==> config.mk <==
export PLATFORM = sky130hd
export DESIGN_NAME = gs_burst_seq
export DESIGN_NICKNAME = d
export VERILOG_FILES = /design/src/rtl/gs_pkg.sv /design/src/rtl/gs_phase_gen.sv /design/src/rtl/gs_line_ctrl.sv /design/src/rtl/gs_addr_ctr.sv /design/src/rtl/gs_burst_seq.sv
export SDC_FILE = /design/constraint.sdc
export NUM_CORES = 1
export LEC_CHECK = 0
export ABC_AREA = 1
export BUFFER_PORTS_ARGS = -buffer_cell sky130_fd_sc_hd__buf_2
export CAP_MARGIN = 10
export CORE_UTILIZATION = 62
export CTS_CLUSTER_DIAMETER = 50
export DETAILED_ROUTE_END_ITERATION = 12
export GPL_TIMING_DRIVEN = 0
export PLACE_DENSITY = 0.81
export SETUP_SLACK_MARGIN = 0.4
export SLEW_MARGIN = 10
export SYNTH_ARGS = -nofsm -noshare
export SYNTH_HDL_FRONTEND = slang
export SYNTH_SLANG_ARGS = --single-unit
==> constraint.sdc <==
create_clock -name clk_i -period 5.2 [get_ports clk_i]
set_clock_uncertainty 0.15 [all_clocks]
set_input_delay 0.78 -clock clk_i [delete_from_list [all_inputs] [get_ports clk_i]]
set_output_delay 0.78 -clock clk_i [all_outputs]
set_load 0.01 [all_outputs]
==> src/rtl/gs_pkg.sv <==
package gs_pkg;
  typedef enum logic [1:0] {
    ST_IDLE  = 2'd0,
    ST_BURST = 2'd1,
    ST_GAP   = 2'd2
  } gs_state_e;
endpackage

==> src/rtl/gs_phase_gen.sv <==
module gs_phase_gen #(
  parameter int DIV_N = 125
) (
  input  logic clk_i,
  input  logic rst_ni,
  input  logic run_i,
  output logic pulse_hi_o,
  output logic pulse_end_o
);
  localparam int PH_W = (DIV_N > 2) ? $clog2(DIV_N) : 1;
  localparam int HI   = DIV_N / 2;

  logic [PH_W-1:0] ph_q;

  assign pulse_end_o = run_i && (ph_q == PH_W'(DIV_N - 1));
  assign pulse_hi_o  = run_i && (ph_q < PH_W'(HI));

  // phase parks at 0 outside a burst so each burst starts aligned
  always_ff @(posedge clk_i or negedge rst_ni) begin
    if (!rst_ni)          ph_q <= '0;
    else if (!run_i)      ph_q <= '0;
    else if (pulse_end_o) ph_q <= '0;
    else                  ph_q <= ph_q + PH_W'(1);
  end

  assert_phase_range_R1: assert property (@(posedge clk_i) disable iff (!rst_ni)
    ph_q <= PH_W'(DIV_N - 1));
  assert_phase_idle_R6: assert property (@(posedge clk_i) disable iff (!rst_ni)
    !run_i |=> ph_q == '0);
endmodule

==> src/rtl/gs_line_ctrl.sv <==
module gs_line_ctrl
  import gs_pkg::*;
#(
  parameter int PULSES = 257,
  parameter int GAP_W  = 12
) (
  input  logic             clk_i,
  input  logic             rst_ni,
  input  logic             en_i,
  input  logic [GAP_W-1:0] gap_len_i,
  input  logic             pulse_end_i,
  output logic             run_o,
  output logic             start_o,
  output logic             line_done_o
);
  localparam int PC_W = $clog2(PULSES);

  gs_state_e        st_q, st_d;
  logic [PC_W-1:0]  pcnt_q;
  logic [GAP_W-1:0] gcnt_q, glen_q;
  logic             gap_end;

  assign run_o       = (st_q == ST_BURST);
  assign start_o     = (st_q == ST_IDLE) && en_i;
  assign line_done_o = run_o && pulse_end_i && (pcnt_q == PC_W'(PULSES - 1));
  assign gap_end     = (gcnt_q == glen_q - GAP_W'(1));

  always_comb begin
    st_d = st_q;
    unique case (st_q)
      ST_IDLE:  if (en_i) st_d = ST_BURST;
      ST_BURST: begin
        if (line_done_o)             st_d = ST_GAP;   // completion wins over disable
        else if (pulse_end_i && !en_i) st_d = ST_IDLE;
      end
      ST_GAP: begin
        if (!en_i)        st_d = ST_IDLE;
        else if (gap_end) st_d = ST_BURST;
      end
      default: st_d = ST_IDLE;
    endcase
  end

  always_ff @(posedge clk_i or negedge rst_ni) begin
    if (!rst_ni) begin
      st_q   <= ST_IDLE;
      pcnt_q <= '0;
      gcnt_q <= '0;
      glen_q <= GAP_W'(1);
    end else begin
      st_q <= st_d;
      if (st_q != ST_BURST)  pcnt_q <= '0;
      else if (pulse_end_i)  pcnt_q <= line_done_o ? '0 : pcnt_q + PC_W'(1);
      if (st_q != ST_GAP)    gcnt_q <= '0;
      else                   gcnt_q <= gcnt_q + GAP_W'(1);
      if (line_done_o)       glen_q <= (gap_len_i == '0) ? GAP_W'(1) : gap_len_i;
    end
  end

  assert_pulse_cnt_R1: assert property (@(posedge clk_i) disable iff (!rst_ni)
    pcnt_q <= PC_W'(PULSES - 1));
  assert_gap_bound_R2: assert property (@(posedge clk_i) disable iff (!rst_ni)
    (st_q == ST_GAP) |-> (gcnt_q < glen_q));
  assert_gap_nonzero_R2: assert property (@(posedge clk_i) disable iff (!rst_ni)
    glen_q != '0);
  assert_done_to_gap_R9: assert property (@(posedge clk_i) disable iff (!rst_ni)
    line_done_o |=> (st_q == ST_GAP));
endmodule

==> src/rtl/gs_addr_ctr.sv <==
module gs_addr_ctr #(
  parameter int LINES  = 32,
  parameter int ADDR_W = 5
) (
  input  logic              clk_i,
  input  logic              rst_ni,
  input  logic              start_i,
  input  logic              adv_i,
  output logic [ADDR_W-1:0] addr_o,
  output logic              adv_o,
  output logic              eof_o
);
  logic [ADDR_W-1:0] addr_q;
  logic              adv_q, eof_q;
  logic              last;

  assign last   = (addr_q == ADDR_W'(LINES - 1));
  assign addr_o = addr_q;
  assign adv_o  = adv_q;
  assign eof_o  = eof_q;

  always_ff @(posedge clk_i or negedge rst_ni) begin
    if (!rst_ni) begin
      addr_q <= '0;
      adv_q  <= 1'b0;
      eof_q  <= 1'b0;
    end else begin
      adv_q <= adv_i;
      eof_q <= adv_i && last;
      if (start_i)    addr_q <= '0;
      else if (adv_i) addr_q <= last ? '0 : addr_q + ADDR_W'(1);
    end
  end

  assert_addr_range_R3: assert property (@(posedge clk_i) disable iff (!rst_ni)
    addr_q <= ADDR_W'(LINES - 1));
  assert_adv_single_R4: assert property (@(posedge clk_i) disable iff (!rst_ni)
    adv_q |=> !adv_q);
  assert_eof_wrap_R5: assert property (@(posedge clk_i) disable iff (!rst_ni)
    eof_q |-> (adv_q && addr_q == '0));
endmodule

==> src/rtl/gs_burst_seq.sv <==
module gs_burst_seq #(
  parameter int DIV_N  = 125,
  parameter int PULSES = 257,
  parameter int LINES  = 32,
  parameter int GAP_W  = 12
) (
  input  logic             clk_i,
  input  logic             rst_ni,
  input  logic             en_i,
  input  logic [GAP_W-1:0] gap_len_i,
  output logic             gs_clk_o,
  output logic [4:0]       addr_o,
  output logic             line_adv_o,
  output logic             eof_o
);
  localparam int ADDR_W = 5;

  logic run, start, line_done, pulse_hi, pulse_end;

  gs_phase_gen #(.DIV_N(DIV_N)) u_phase (
    .clk_i       (clk_i),
    .rst_ni      (rst_ni),
    .run_i       (run),
    .pulse_hi_o  (pulse_hi),
    .pulse_end_o (pulse_end)
  );

  gs_line_ctrl #(.PULSES(PULSES), .GAP_W(GAP_W)) u_ctrl (
    .clk_i       (clk_i),
    .rst_ni      (rst_ni),
    .en_i        (en_i),
    .gap_len_i   (gap_len_i),
    .pulse_end_i (pulse_end),
    .run_o       (run),
    .start_o     (start),
    .line_done_o (line_done)
  );

  gs_addr_ctr #(.LINES(LINES), .ADDR_W(ADDR_W)) u_addr (
    .clk_i   (clk_i),
    .rst_ni  (rst_ni),
    .start_i (start),
    .adv_i   (line_done),
    .addr_o  (addr_o),
    .adv_o   (line_adv_o),
    .eof_o   (eof_o)
  );

  assign gs_clk_o = pulse_hi;

  assert_addr_stable_R3: assert property (@(posedge clk_i) disable iff (!rst_ni)
    (gs_clk_o && $past(gs_clk_o)) |-> $stable(addr_o));
  assert_adv_quiet_R4: assert property (@(posedge clk_i) disable iff (!rst_ni)
    line_adv_o |-> !gs_clk_o);
  assert_stop_low_R6: assert property (@(posedge clk_i) disable iff (!rst_ni)
    (!run) |-> !gs_clk_o);
endmodule

# --- After elaboration in Yosys (flattened, before gate mapping) ---
# Cells that the tools add are included.
totals:
  regBits: 49
  input_bits: 15
  out_inout_bits: 8
  wordCells: 54
classes:
  n_mux: 16
  reduce_logical: 13
  order_cmp: 1
  n_addsub: 5
  n_eq_ne: 11
op_table:
  columns: ["cell", "n"]
  rows:
  - ["9-bit 2-to-1 mux", 3]
  - ["12-bit 2-to-1 mux", 2]
  - ["5-bit 2-to-1 mux", 3]
  - ["7-bit 2-to-1 mux", 2]
  - ["12-bit by 1-bit adder with 12-bit output, second input constant", 1]
  - ["12-bit equality test", 1]
  - ["12-bit zero test", 1]
  - ["12-bit by 1-bit subtractor with 12-bit output, second input constant", 1]
  - ["2-bit 2-to-1 mux", 5]
  - ["9-bit by 1-bit adder with 9-bit output, second input constant", 1]
  - ["9-bit equality test, second input constant", 1]
  - ["7-bit by 1-bit adder with 7-bit output, second input constant", 1]
  - ["7-bit equality test, second input constant", 1]
  - ["1-bit logical AND", 7]
  - ["7-bit by 6-bit less-than comparator with 1-bit output, second input constant", 1]
  - ["3-bit by 2-bit inequality test with 1-bit output, second input constant", 2]
  - ["2-bit case mux with 3 select lines", 1]
  - ["5-bit by 1-bit adder with 5-bit output, second input constant", 1]
  - ["5-bit equality test, second input constant", 1]
  - ["2-bit inequality test, second input constant", 2]
  - ["2-bit nonzero test", 2]
  - ["3-bit AND reduction", 1]
  - ["2-bit by 1-bit equality test with 1-bit output, second input constant", 1]
  - ["2-bit equality test, second input constant", 1]
  - ["3 further kinds", 3]

# --- Longest topological paths before layout ---
logic_depth:
  ltp_word: 7
  mapped_depth: 15
  ltp_nobuf: 15

# --- Cells and area by module ---
# A second synthesis with hierarchy kept.
hier_totals:
  hier_cells: 373
  hier_area_um2: 2793.9
by_module_without_submodules:
  columns: ["mod", "area_each_um2", "n_inst", "seq_area_each_um2", "cells_each"]
  rows:
  - ["gs_line_ctrl", 2092.0, 1, 877.1, 288]
  - ["gs_phase_gen", 367.9, 1, 175.2, 45]
  - ["gs_addr_ctr", 334.1, 1, 175.2, 40]

# --- Worst setup path after synthesis ---
# OpenSTA, ideal clock, no wires.
synth_path:
  path_kind: "reg-to-output"
  from: "reg u_ctrl.st_q[0]"
  to: "out gs_clk_o"
  arrival_ps: 1006
  t_required_ps: 4270
  n_path_buf: 0
  stages_incl_launch_ff: 5
  setup_slack_ps: 3264
  path_cell_list: "dfrtp_1 > inv_1 > nor2_1 > inv_1 > a311oi_1"
synth_via:
  elab_chain_len: 2
synth_lines:
  columns: ["item", "line", "text"]
  rows:
  - ["start: declaration", "gs_line_ctrl.sv:18", "gs_state_e st_q, st_d;"]
  - ["start signal: assignment", "gs_line_ctrl.sv:51", "st_q <= st_d;"]
  - ["2-bit by 1-bit equality test with 1-bit output", "gs_line_ctrl.sv:23", "assign run_o = (st_q == ST_BURST);"]
  - ["1-bit logical AND", "gs_phase_gen.sv:16", "assign pulse_hi_o = run_i && (ph_q < PH_W'(HI));"]
  - ["end: declaration", "gs_burst_seq.sv:11", "output logic gs_clk_o,"]
# Every way passes these cells.

# --- Worst setup path in the final report ---
# Ends and elaborated chain as after synthesis.

==> results.md <==
* Post-DP HPWL at about 4000 um
* Postcts setup bufs at 0
* Unique masters post-synth at 41
* CTS Buffer Depth at 2
* Core area at approximately 4400 sq um
* DRC at 0
* Max Slew Vio Count at 0
* Register clock-pin slew on the reported worst setup and hold paths at 0.10 ns
* Routability Congestion at about 0.83
* Fmax achieved at between 400 and 500 MHz
* PortBufs at 22
* Setup_tns at 0 ns
* Setup crit end kind: output pin
* CP top delay family: flip-flops
* Overall routing resource usage at around a quarter
* Setup CP Type: reg -> out
* Initial antenna violation count at 0
* First drt pass iteration count at 4
* Top post-synthesis cells by count: 84 x nand2_1, 56 x inv_1, 48 x dfrtp_1
* Final period utilization at roughly 48%
* Post-synth EDFFs at 0
* Vias per cell at 5.20
* Post-Syn Area at roughly 2900 sq um
* Area growth syn-to-layout at 10.8%
* Fin. Hold Viols at 0
* Crit-path max cell delay at between 0.3 and 0.4 ns
* Worst EP required at 4.27 ns
* Pleak at 1.67 nW
* Clk Latency, worst-skew pair at around 0.31 ns
* Setup-failing EPs final at 0
* Hold Buf Count CTS at 0
* Synthesized Nets at about 380
* IO Count at 23
* Relative slew slack at between 70% and 80%
* Largest net degree at the start of global routing at 50
* Main synth FF type: dfrtp_1
* Tot Pwr at between 0.8 and 0.9 mW
* Most used cell, CP: inv_1
* Vias in the first global route at approximately 2100
* Detailed Route Iter0 Violations at 130
* Area fraction of the dominant cell type after synthesis at between 40% and 50%
* Num CTS Buffers at 5
* Nets at just over 400
* Peak supply drop at 0.258 mV
* Vias at between 2000 and 2500
* CP arrival at 1.56 ns
* Sinks on Clock Net at between 40 and 50
* Status: completed
* Overall routed net length at 5200 um
* Ant. Diodes at 0
* Avg Inst Size Synth at 8.00 sq um
* Minimum clock period at between 2 and 2.5 ns
* RSZ-0062 raised after global routing: false
* Design Area, Final at 3180 sq um
* Synth area leaders: dfrtp_1 42%, nand2_1 11%, inv_1 7.3%, nor2_1 4.8%, nand3_1 4.0%
* Die height at between 70 and 80 um
* Final global-route overflow total at 0
* CTS root buf: clkbuf_8
* Crit-path slowest cell: dfrtp_1
* Crit start category: flip-flop
* Max-cap viol count at 0
* Worst slew pin tran at about 0.43 ns
* CP max FO at 4
* Yosys warning total at 0
* Most common cell in the synthesized netlist: nand2_1
* Post-CTS Resized at 0
* Remaining antenna violation count at 0
* Starting Density at approximately 65%
* Final Util at about 70%
* Routed len/inst at 11.8 um
* CP Cell Sequence: inv_1 > nor2_1 > inv_1 > a311oi_1 > buf_2
* PD cells at 261 nW/um^2
* CTS tree: done
* Die Area at 4910 sq um
* Post-Syn Instances at 359
* Placed Area at 3050 sq um
* Global-route wire length before repair at 9120 um
* HP Class: in -> async
* Synthesized flop and latch total at about 50
* Critical path buffers and inverters at 3
* Fraction of layout cells with a size suffix above 1 at between 10% and 20%
* Rows at 24
* Yosys top cell by area: dfrtp_1
* Sequential share of the synthesized area at a little over two fifths
* Ys async rst share at 100%
* H-tree levels at 2
* DIE WIDTH at 70.1 um
-- sequential cells by signal (all words and copies together) (netlist names) --
name	flops
u_ctrl.pcnt_q	9
u_ctrl.glen_q	12
u_addr.eof_o	1
u_addr.addr_o	5
u_ctrl.gcnt_q	12
u_addr.adv_o	1
u_phase.ph_q	7
u_ctrl.st_q	2
-- metal layers --
layer	global-route usage, %	vias to the layer above	share of wire [%]
met5	0	-	0
met4	7.33	0	1.2
met3	4.76	4	3.9
met2	38.5	36	45
met1	32.1	1044	50
li1	-	1214	-
-- cell usage in the layout (no fill, tap or decap), types with 2 or more instances in the layout --
cell and n:
a21oi_1 7, a22o_1 2, a31oi_1 2, buf_2 23, buf_6 2, clkbuf_8 5
dfrtp_1 48, ha_1 8, inv_1 56, inv_2 3, inv_6 2, nand2_1 84
nand2_2 3, nand2_4 3, nand3_1 23, nand3b_1 3, nand4_1 3, nor2_1 37
nor2_2 3, nor2_4 4, nor3_1 8, nor3b_1 5, nor4_1 3, o21ai_0 9
o21ai_1 4, o21ai_2 8, o21bai_1 2, o22ai_1 4, xnor2_1 4, xor2_1 7
-- metrics by stage --
step / hold slack (ns) / cells / worst slack, ns
after floorplan: 0.282 / 359 / 3.26
after global placement: 0.298 / 433 / 3.09
after detailed placement: 0.318 / 433 / 3.07
after CTS: 0.331 / 441 / 2.71
after global routing: 0.249 / 442 / 2.58
final: 0.230 / 442 / 2.71
-- path summary, 6_finish.rpt --
kind	startpoint	end	slack, ns	depth (start not counted)
worst max-delay path	u_ctrl.st_q[0]	gs_clk_o	2.71	5
worst min-delay path	rst_ni	u_ctrl.pcnt_q[2]	0.23	1
worst max register to register	u_ctrl.glen_q[0]	u_ctrl.st_q[0]	3.12	14
worst min register to register	u_phase.ph_q[0]	u_phase.ph_q[0]	0.33	1
max in group asynchronous	rst_ni	u_ctrl.glen_q[0]	4.12	2
min in group clk_i	u_phase.ph_q[0]	u_phase.ph_q[0]	0.33	1
-- cells by family after synthesis --
family          synth area share (%)
simple gates                    31.1
fa+ha+maj                       3.49
xor+xnor                        4.18
compound gates                  9.50
buf+inv                         8.98
flops                           42.7
-- where the power goes --
part	internal, mW	switching, mW	total (mW)
logic	0.0429	0.0826	0.125
clock network	0.147	0.136	0.283
registers	0.402	0.0211	0.423
-- worst reg2reg max path: stages, from the launching register on --
cell and delay (ns):
dfstp_2 0.58, inv_1 0.08, ha_1 0.31, inv_1 0.04, nand2_1 0.05, nand2_1 0.04
nor2_1 0.09, nand3_1 0.07, nor2_1 0.13, nand2_1 0.06, nor2_1 0.09, nand3_1 0.10
nand2_1 0.09, nand3_1 0.07, nand2_1 0.07
-- final cells by class --
type,instances,area (sq um)
inverter,60,226
fill,337,1230
clock inverter,3,47.5
buffer,4,31.3
tap,52,65.1
multi-input combinational,246,1390
timing repair buffer,23,130
clock buffer,5,68.8
sequential,49,1230
(Power assumes the default switching activity.)
